**src/rtl/fwd_pkg.sv**
```systemverilog
package fwd_pkg;

    typedef enum logic [1:0] {
        SRC_REG   = 2'd0,
        SRC_EXMEM = 2'd1,
        SRC_MEMWB = 2'd2
    } byp_src_e;

    typedef enum logic [1:0] {
        ACT_RUN       = 2'd0,
        ACT_INTERLOCK = 2'd1,
        ACT_FLUSH     = 2'd2
    } haz_act_e;

endpackage

```
**src/rtl/byp_select.sv**
```systemverilog
module byp_select
    import fwd_pkg::*;
#(
    parameter int REGW = 5
) (
    input  logic [REGW-1:0] src_idx,
    input  logic [REGW-1:0] em_rd,
    input  logic            em_wen,
    input  logic [REGW-1:0] mw_rd,
    input  logic            mw_wen,
    output byp_src_e        sel
);

    logic src_live;
    logic em_hit;
    logic mw_hit;

    // x0 is hardwired, so it never consumes a bypass
    assign src_live = (src_idx != '0);
    assign em_hit   = src_live && em_wen && (em_rd == src_idx);
    assign mw_hit   = src_live && mw_wen && (mw_rd == src_idx);

    always_comb begin
        if (em_hit)
            sel = SRC_EXMEM;
        else if (mw_hit)
            sel = SRC_MEMWB;
        else
            sel = SRC_REG;
    end

    always_comb begin
        if (em_wen && mw_wen && (em_rd == mw_rd) && (em_rd == src_idx) && (src_idx != '0))
            AST_YOUNGER_WINS: assert (sel == SRC_EXMEM);
        if (!em_wen && !mw_wen)
            AST_NO_WEN_NO_BYP: assert (sel == SRC_REG);
    end

endmodule

```
**src/rtl/byp_mux.sv**
```systemverilog
module byp_mux
    import fwd_pkg::*;
#(
    parameter int XLEN = 32
) (
    input  byp_src_e        sel,
    input  logic [XLEN-1:0] reg_val,
    input  logic [XLEN-1:0] em_res,
    input  logic [XLEN-1:0] mw_res,
    output logic [XLEN-1:0] val
);

    always_comb begin
        unique case (sel)
            SRC_EXMEM: val = em_res;
            SRC_MEMWB: val = mw_res;
            default:   val = reg_val;
        endcase
    end

endmodule

```
**src/rtl/hazard_ctl.sv**
```systemverilog
module hazard_ctl
    import fwd_pkg::*;
#(
    parameter int REGW = 5
) (
    input  logic [REGW-1:0] id_rs1,
    input  logic [REGW-1:0] id_rs2,
    input  logic            ex_is_load,
    input  logic [REGW-1:0] ex_rd,
    input  logic            redirect,
    output logic            stall_fetch,
    output logic            bubble_idex,
    output logic            flush_ifid,
    output logic            flush_idex
);

    haz_act_e act;
    logic     load_dep;

    assign load_dep = ex_is_load && (ex_rd != '0) &&
                      ((ex_rd == id_rs1) || (ex_rd == id_rs2));

    // action selection: flush outranks interlock
    always_comb begin
        if (redirect)
            act = ACT_FLUSH;
        else if (load_dep)
            act = ACT_INTERLOCK;
        else
            act = ACT_RUN;
    end

    // outputs per action
    always_comb begin
        stall_fetch = 1'b0;
        bubble_idex = 1'b0;
        flush_ifid  = 1'b0;
        flush_idex  = 1'b0;
        unique case (act)
            ACT_INTERLOCK: begin
                stall_fetch = 1'b1;
                bubble_idex = 1'b1;
            end
            ACT_FLUSH: begin
                flush_ifid = 1'b1;
                flush_idex = 1'b1;
            end
            default: ;
        endcase
    end

    always_comb begin
        if (stall_fetch)
            AST_STALL_NEEDS_LOAD: assert (ex_is_load && ex_rd != '0);
        if (ex_is_load && ex_rd != '0 && ex_rd == id_rs1 && !redirect)
            AST_LOAD_USE_STALLS: assert (stall_fetch && bubble_idex);
    end

endmodule

```
**src/rtl/fwd_hazard_unit.sv**
```systemverilog
module fwd_hazard_unit
    import fwd_pkg::*;
#(
    parameter int XLEN = 32,
    parameter int NREG = 32
) (
    input  logic [$clog2(NREG)-1:0] id_rs1,
    input  logic [$clog2(NREG)-1:0] id_rs2,
    input  logic [$clog2(NREG)-1:0] ex_rs1,
    input  logic [$clog2(NREG)-1:0] ex_rs2,
    input  logic [XLEN-1:0]         ex_rs1_val,
    input  logic [XLEN-1:0]         ex_rs2_val,
    input  logic [XLEN-1:0]         ex_imm,
    input  logic                    ex_use_imm,
    input  logic                    ex_is_load,
    input  logic [$clog2(NREG)-1:0] ex_rd,
    input  logic [$clog2(NREG)-1:0] em_rd,
    input  logic                    em_wen,
    input  logic [XLEN-1:0]         em_res,
    input  logic [$clog2(NREG)-1:0] mw_rd,
    input  logic                    mw_wen,
    input  logic [XLEN-1:0]         mw_res,
    input  logic                    redirect,
    output logic [XLEN-1:0]         alu_a,
    output logic [XLEN-1:0]         alu_b,
    output logic [XLEN-1:0]         store_data,
    output logic                    stall_fetch,
    output logic                    bubble_idex,
    output logic                    flush_ifid,
    output logic                    flush_idex
);

    localparam int REGW    = $clog2(NREG);
    localparam int NUM_OPS = 2;

    logic [NUM_OPS-1:0][REGW-1:0] op_idx;
    logic [NUM_OPS-1:0][XLEN-1:0] op_reg;
    logic [NUM_OPS-1:0][XLEN-1:0] op_byp;
    byp_src_e                     op_sel [NUM_OPS];

    assign op_idx[0] = ex_rs1;
    assign op_idx[1] = ex_rs2;
    assign op_reg[0] = ex_rs1_val;
    assign op_reg[1] = ex_rs2_val;

    for (genvar g = 0; g < NUM_OPS; g++) begin : g_op
        byp_select #(.REGW(REGW)) u_sel (
            .src_idx (op_idx[g]),
            .em_rd   (em_rd),
            .em_wen  (em_wen),
            .mw_rd   (mw_rd),
            .mw_wen  (mw_wen),
            .sel     (op_sel[g])
        );
        byp_mux #(.XLEN(XLEN)) u_mux (
            .sel     (op_sel[g]),
            .reg_val (op_reg[g]),
            .em_res  (em_res),
            .mw_res  (mw_res),
            .val     (op_byp[g])
        );
    end

    assign alu_a      = op_byp[0];
    assign store_data = op_byp[1];
    assign alu_b      = ex_use_imm ? ex_imm : op_byp[1];

    hazard_ctl #(.REGW(REGW)) u_haz (
        .id_rs1      (id_rs1),
        .id_rs2      (id_rs2),
        .ex_is_load  (ex_is_load),
        .ex_rd       (ex_rd),
        .redirect    (redirect),
        .stall_fetch (stall_fetch),
        .bubble_idex (bubble_idex),
        .flush_ifid  (flush_ifid),
        .flush_idex  (flush_idex)
    );

    always_comb begin
        AST_A_FROM_CANDIDATE: assert (alu_a == ex_rs1_val || alu_a == em_res || alu_a == mw_res);
        if (ex_rs1 == '0)
            AST_X0_A_UNBYPASSED: assert (alu_a == ex_rs1_val);
        if (ex_rs2 == '0)
            AST_X0_ST_UNBYPASSED: assert (store_data == ex_rs2_val);
        if (ex_use_imm)
            AST_IMM_ON_B: assert (alu_b == ex_imm);
        if (!ex_use_imm)
            AST_B_MATCHES_STORE: assert (alu_b == store_data);
        if (redirect)
            AST_FLUSH_OVERRIDES: assert (flush_ifid && flush_idex && !stall_fetch && !bubble_idex);
        AST_STALL_PAIRS_BUBBLE: assert (stall_fetch == bubble_idex);
    end

endmodule

```
**config.mk**
```make
export PLATFORM = sky130hd
export DESIGN_NAME = fwd_hazard_unit
export DESIGN_NICKNAME = d
export VERILOG_FILES = /design/src/rtl/fwd_pkg.sv /design/src/rtl/byp_select.sv /design/src/rtl/byp_mux.sv /design/src/rtl/hazard_ctl.sv /design/src/rtl/fwd_hazard_unit.sv
export SDC_FILE = /design/constraint.sdc
export NUM_CORES = 1
export LEC_CHECK = 0
export ABC_AREA = 1
export BUFFER_PORTS_ARGS = -buffer_cell sky130_fd_sc_hd__buf_4
export CAP_MARGIN = 10
export CORE_AREA = 4 4 115 117
export DETAILED_ROUTE_END_ITERATION = 8
export DIE_AREA = 0 0 119 121
export PLACE_DENSITY = 0.59
export SLEW_MARGIN = 25
export SYNTH_ARGS = -nofsm -noshare
export SYNTH_HDL_FRONTEND = slang
export SYNTH_SLANG_ARGS = --single-unit
```
**constraint.sdc**
```tcl
create_clock -name vclk -period 2.7
set_input_delay 0.54 -clock vclk [all_inputs]
set_output_delay 0.54 -clock vclk [all_outputs]
set_load 0.01 [all_outputs]
```
# Yosys cells after proc, flatten, opt, wreduce, memory -nomap -nowiden
# Index checks and enable logic that the tools add are counted.
# Widths: inputs -> output; s select.
[op_classes]
reduce_logical = 14
n_mux = 11
n_eq_ne = 12
[ops]
columns = ["cell", "n"]
rows = [
  ["$pmux 32 s2", 2],
  ["$mux 32", 1],
  ["$eq 5x5->1", 6],
  ["$reduce_bool 5->1", 3],
  ["$logic_and 1x1->1", 10],
  ["$mux 2", 5],
  ["$eq 2x1->1 const B", 3],
  ["$eq 2x2->1 const B", 3],
  ["$mux 1", 3],
  ["$logic_or 1x1->1", 1],
]
[word_totals]
elab_cells = 37
input_bits = 200
output_inout_bits = 100
reg_bits = 0

# Depth between registers and ports, before layout
[logic_depth]
ltp_word = 8
ltp_mapped = 12
depth_no_buf = 11

# Hierarchy
# From an unflattened synthesis, not the netlist that was laid out.
[unflattened]
hier_cells = 698
area_unflattened_um2 = 2962.8
[modules_own_cells]
columns = ["module", "area_per_inst_um2", "cells_each", "seq_area_each_um2", "instances"]
rows = [
  ["byp_mux", 878.3, 210, 0.0, 2],
  ["fwd_hazard_unit", 491.7, 104, 0.0, 1],
  ["byp_select", 245.2, 63, 0.0, 2],
  ["hazard_ctl", 224.0, 48, 0.0, 1],
]

# Worst setup path after synthesis
# Ideal clock, no wire load.
[synth_path]
path_type = "input to output"
start = "in ex_rs2[4]"
end = "out alu_b[10]"
arrival_time_ns = 1.545
path_stages = 10
slack_ns = 0.615
path_buffers = 1
required_time_ns = 2.160
cell_sequence = "nor2_1 nand3_2 inv_2 nor2_1 nand3_2 buf_2 nand3_2 nand3_2 nand2_1 nand2_1"
[synth_between]
elab_chain_cells = 8
word_cells_on_any_way = 13
classes_between = "eq/ne: 4; mux: 4; reduce/logical: 5"
[synth_rtl]
columns = ["item", "line_no", "text"]
rows = [
  ["start, declared", "fwd_hazard_unit.sv:10", "input logic [$clog2(NREG)-1:0] ex_rs2,"],
  ["$reduce_bool 5->1", "n/a", ""],
  ["$logic_and 1x1->1 (2 in series)", "byp_select.sv:21", "assign mw_hit = src_live && mw_wen && (mw_rd == src_idx);"],
  ["$mux 2", "byp_select.sv:26", "else if (mw_hit)"],
  ["$mux 2 (*)", "byp_select.sv:24", "if (em_hit)"],
  ["$eq 2x2->1 / $eq 2x1->1 (equally long branches)", "byp_mux.sv:14", "unique case (sel)"],
  ["$pmux 32 s2 (*)", "byp_mux.sv:14", ""],
  ["net store_data[10]", "fwd_hazard_unit.sv:26", "output logic [XLEN-1:0] store_data,"],
  ["$mux 32 (*)", "fwd_hazard_unit.sv:66", "assign alu_b = ex_use_imm ? ex_imm : op_byp[1];"],
  ["end, declared", "fwd_hazard_unit.sv:25", "output logic [XLEN-1:0] alu_b,"],
]
# Mark *: on every way through the listed nets, which the timed path passes. The rest lies on a longest branch.

# Final worst setup path
[layout_path]
start = "in ex_rs2[1]"
end = "out alu_b[31]"
[layout_between]
elab_chain_cells = 8
word_cells_on_any_way = 13
classes_between = "eq/ne: 4; mux: 4; reduce/logical: 5"
[layout_rtl]
columns = ["item", "line_no"]
rows = [
  ["$reduce_bool 5->1", "n/a"],
  ["$logic_and 1x1->1 (2 in series)", "byp_select.sv:21"],
  ["$mux 2", "byp_select.sv:26"],
  ["$mux 2 (*)", "byp_select.sv:24"],
  ["$eq 2x2->1 / $eq 2x1->1 (equally long branches)", "byp_mux.sv:14"],
  ["$pmux 32 s2 (*)", "byp_mux.sv:14"],
  ["$mux 32 (*)", "fwd_hazard_unit.sv:66"],
]
# Every way passes the cells marked *; elsewhere a longest branch is shown, timed or not.

==> results.sh <==
export IMPL_initial_utilization_pct=24.1
export IMPL_grt_start_max_net_pins=33
export IMPL_io_pins=300
export IMPL_nFillCells=1344
export IMPL_slew_viol_final=0
export IMPL_ant_nets=0
export IMPL_max_freq_mhz=410
export IMPL_tightest_slew_ns=0.402
export IMPL_critical_path_arrival_ns=1.90
export IMPL_die_h_um=121
export IMPL_synth_area_leaders="nand3_2 32%, nand3_1 23%, nand2_1 21%, buf_2 4.5%, xor2_1 2.9%"
export IMPL_core_area_mm2=0.0124
export IMPL_first_pass_iters=4
export IMPL_synth_cells=518
export IMPL_p_per_area_mw_per_mm2=157
export IMPL_via_per_inst=4.64
export IMPL_grt_usage_pct=19.8
export IMPL_ys_seq_area_share_pct=0
export IMPL_areaGrowthSynthToFinish_pct=82.4
export IMPL_insertedDiodeCount=0
export IMPL_cpMaxStageDelayCell="buf_4"
export IMPL_hp_start="redirect"
export IMPL_final_util_pct=43.9
export IMPL_crit_path_start="ex_rs2[1]"
export IMPL_cp_cell_sequence="buf_4, inv_2, nand2_1, nand3_1, nor2_4, buf_4, nand3_1, nand3_2, nand2_1, nand2_1, buf_4"
export IMPL_rsz0062_at_grt="no"
export IMPL_crit_required_ns=2.16
export IMPL_die_w_um=119
export IMPL_io_buffers=300
export IMPL_max_stage_delay_ns=0.35
export IMPL_synth_top_area_share_pct=32.3
export IMPL_num_rows=41
export IMPL_nFlopsAndLatches=0
export IMPL_hold_buffers=0
export IMPL_critical_path_buf_inv_count=4
export IMPL_grt_pass1_wl_um=23500
export IMPL_relSlewSlack_pct=73.2
export IMPL_setup_violations=0
export IMPL_dieArea_mm2=0.0144
export IMPL_drv_cap=0
export IMPL_critical_path_class="primary input to output pin"
export IMPL_final_layout_size_suffix_gt1_share_pct=54.9
export IMPL_fin_nets=998
export IMPL_min_path_type="primary input to output pin"
export IMPL_drc=0
export IMPL_num_vias=4491
export IMPL_grt_remaining_overflow=0
export IMPL_wl_per_cell_um=15.8
export IMPL_antenna_found_initial=0
export IMPL_crit_fanout=32
export IMPL_post_cts_buffers=0
export IMPL_p_leak_nw=3.00
export IMPL_hold_violations=0
export IMPL_dpl_hpwl_um=12700
export IMPL_yosys_area_top_type="nand3_2"
export IMPL_start_kind="primary input"
export IMPL_postRouteWirelength_um=15300
export IMPL_crit_family="simple AND/OR/NAND/NOR gates"
export IMPL_drtIter0Drc=218
export IMPL_finalCritPeriodShare_pct=90.3
export IMPL_clockBufferCount=0
export IMPL_seqCellArea_um2=0
export IMPL_ir_drop_mv=0.0652
export IMPL_endpoint_kind="output pin"
export IMPL_avgSynthCellArea_um2=5.75
export IMPL_gp_congestion=0.860
export IMPL_setup_tns_ns=0
export IMPL_syn_nets=718
export IMPL_cts_resized=0
export IMPL_grt_pass1_vias=4338
export IMPL_finalCriticalPeriod_ns=2.44
export IMPL_netlist_area_mm2=0.00298
export IMPL_synth_distinct_cells=24
export IMPL_yosysWarnings=0
export IMPL_outcome="complete, no violations"
==> cell type report <==
cell class                 count  area (um2)  area share [%]
multi-input combinational    449        2610            48.0
tap                          172         215            3.96
inverter                      25        93.8            1.73
timing repair buffer         322        2520            46.3
==> path summary, 6_finish.rpt <==
path | endpoint | slack, ns | depth (start not counted)
setup / recovery | alu_b[31] | 0.26 | 11
hold / removal | flush_idex | 1.28 | 2
==> cell usage in the layout, fill, tap and decap left out <==
cell and count:
nor2_2 1, nor3_1 3, nand2_2 3, nand3_1 135
nor2_4 4, a21oi_1 2, nor2_8 1, buf_12 8
nand2_4 1, inv_2 9, nand2_1 169, nor2_1 14
inv_1 16, a211oi_1 1, o211ai_1 1, nand3_2 96
xnor2_1 3, a21boi_1 1, o21ai_0 4, xor2_1 10
buf_4 314
==> per-layer routing <==
layer	track usage, %	part of all wire [%]	vias to the layer above
li1	-	-	2291
met3	3.45	8.0	10
met5	0	0	-
met4	2.10	1.2	0
met2	36.4	51	189
met1	24.9	40	2001
==> through the flow <==
stage | total power, mW | instances | worst slack [ns] | hold slack [ns] | cell area, um2
6_report | 0.853 | 968 | 0.262 | 1.28 | 5430
5_1_grt | 0.931 | 968 | 0.0960 | 1.29 | 5430
4_1_cts | 0.863 | 968 | 0.243 | 1.28 | 5430
3_5_place_dp | 0.861 | 968 | 0.251 | 1.28 | 5430
3_3_place_gp | 0.860 | 968 | 0.249 | 1.28 | 5430
2_1_floorplan | 0.342 | 518 | 0.615 | 1.14 | 2980
==> where the power goes <==
part	switching, mW	internal [mW]
clock network	0	0
logic	0.401	0.452
registers	0	0
total	0.401	0.452
==> cell usage after synthesis (all sizes together) <==
cell and instances:
a211oi 1, nand2 173, o211ai 1, buf 38, nor3 3, nand3 231
nor2 20, a21boi 1, xnor2 3, o21ai 4, a21oi 2, inv 25
clkbuf 6, xor2 10
==> logic make-up after synthesis <==
group,share of synthesized area [%]
XOR/XNOR,3.82
AND/OR/NAND/NOR,81.7
AO/OA/AOI/OAI,1.77
buffers and inverters,12.7
(Power assumes the default switching activity.)
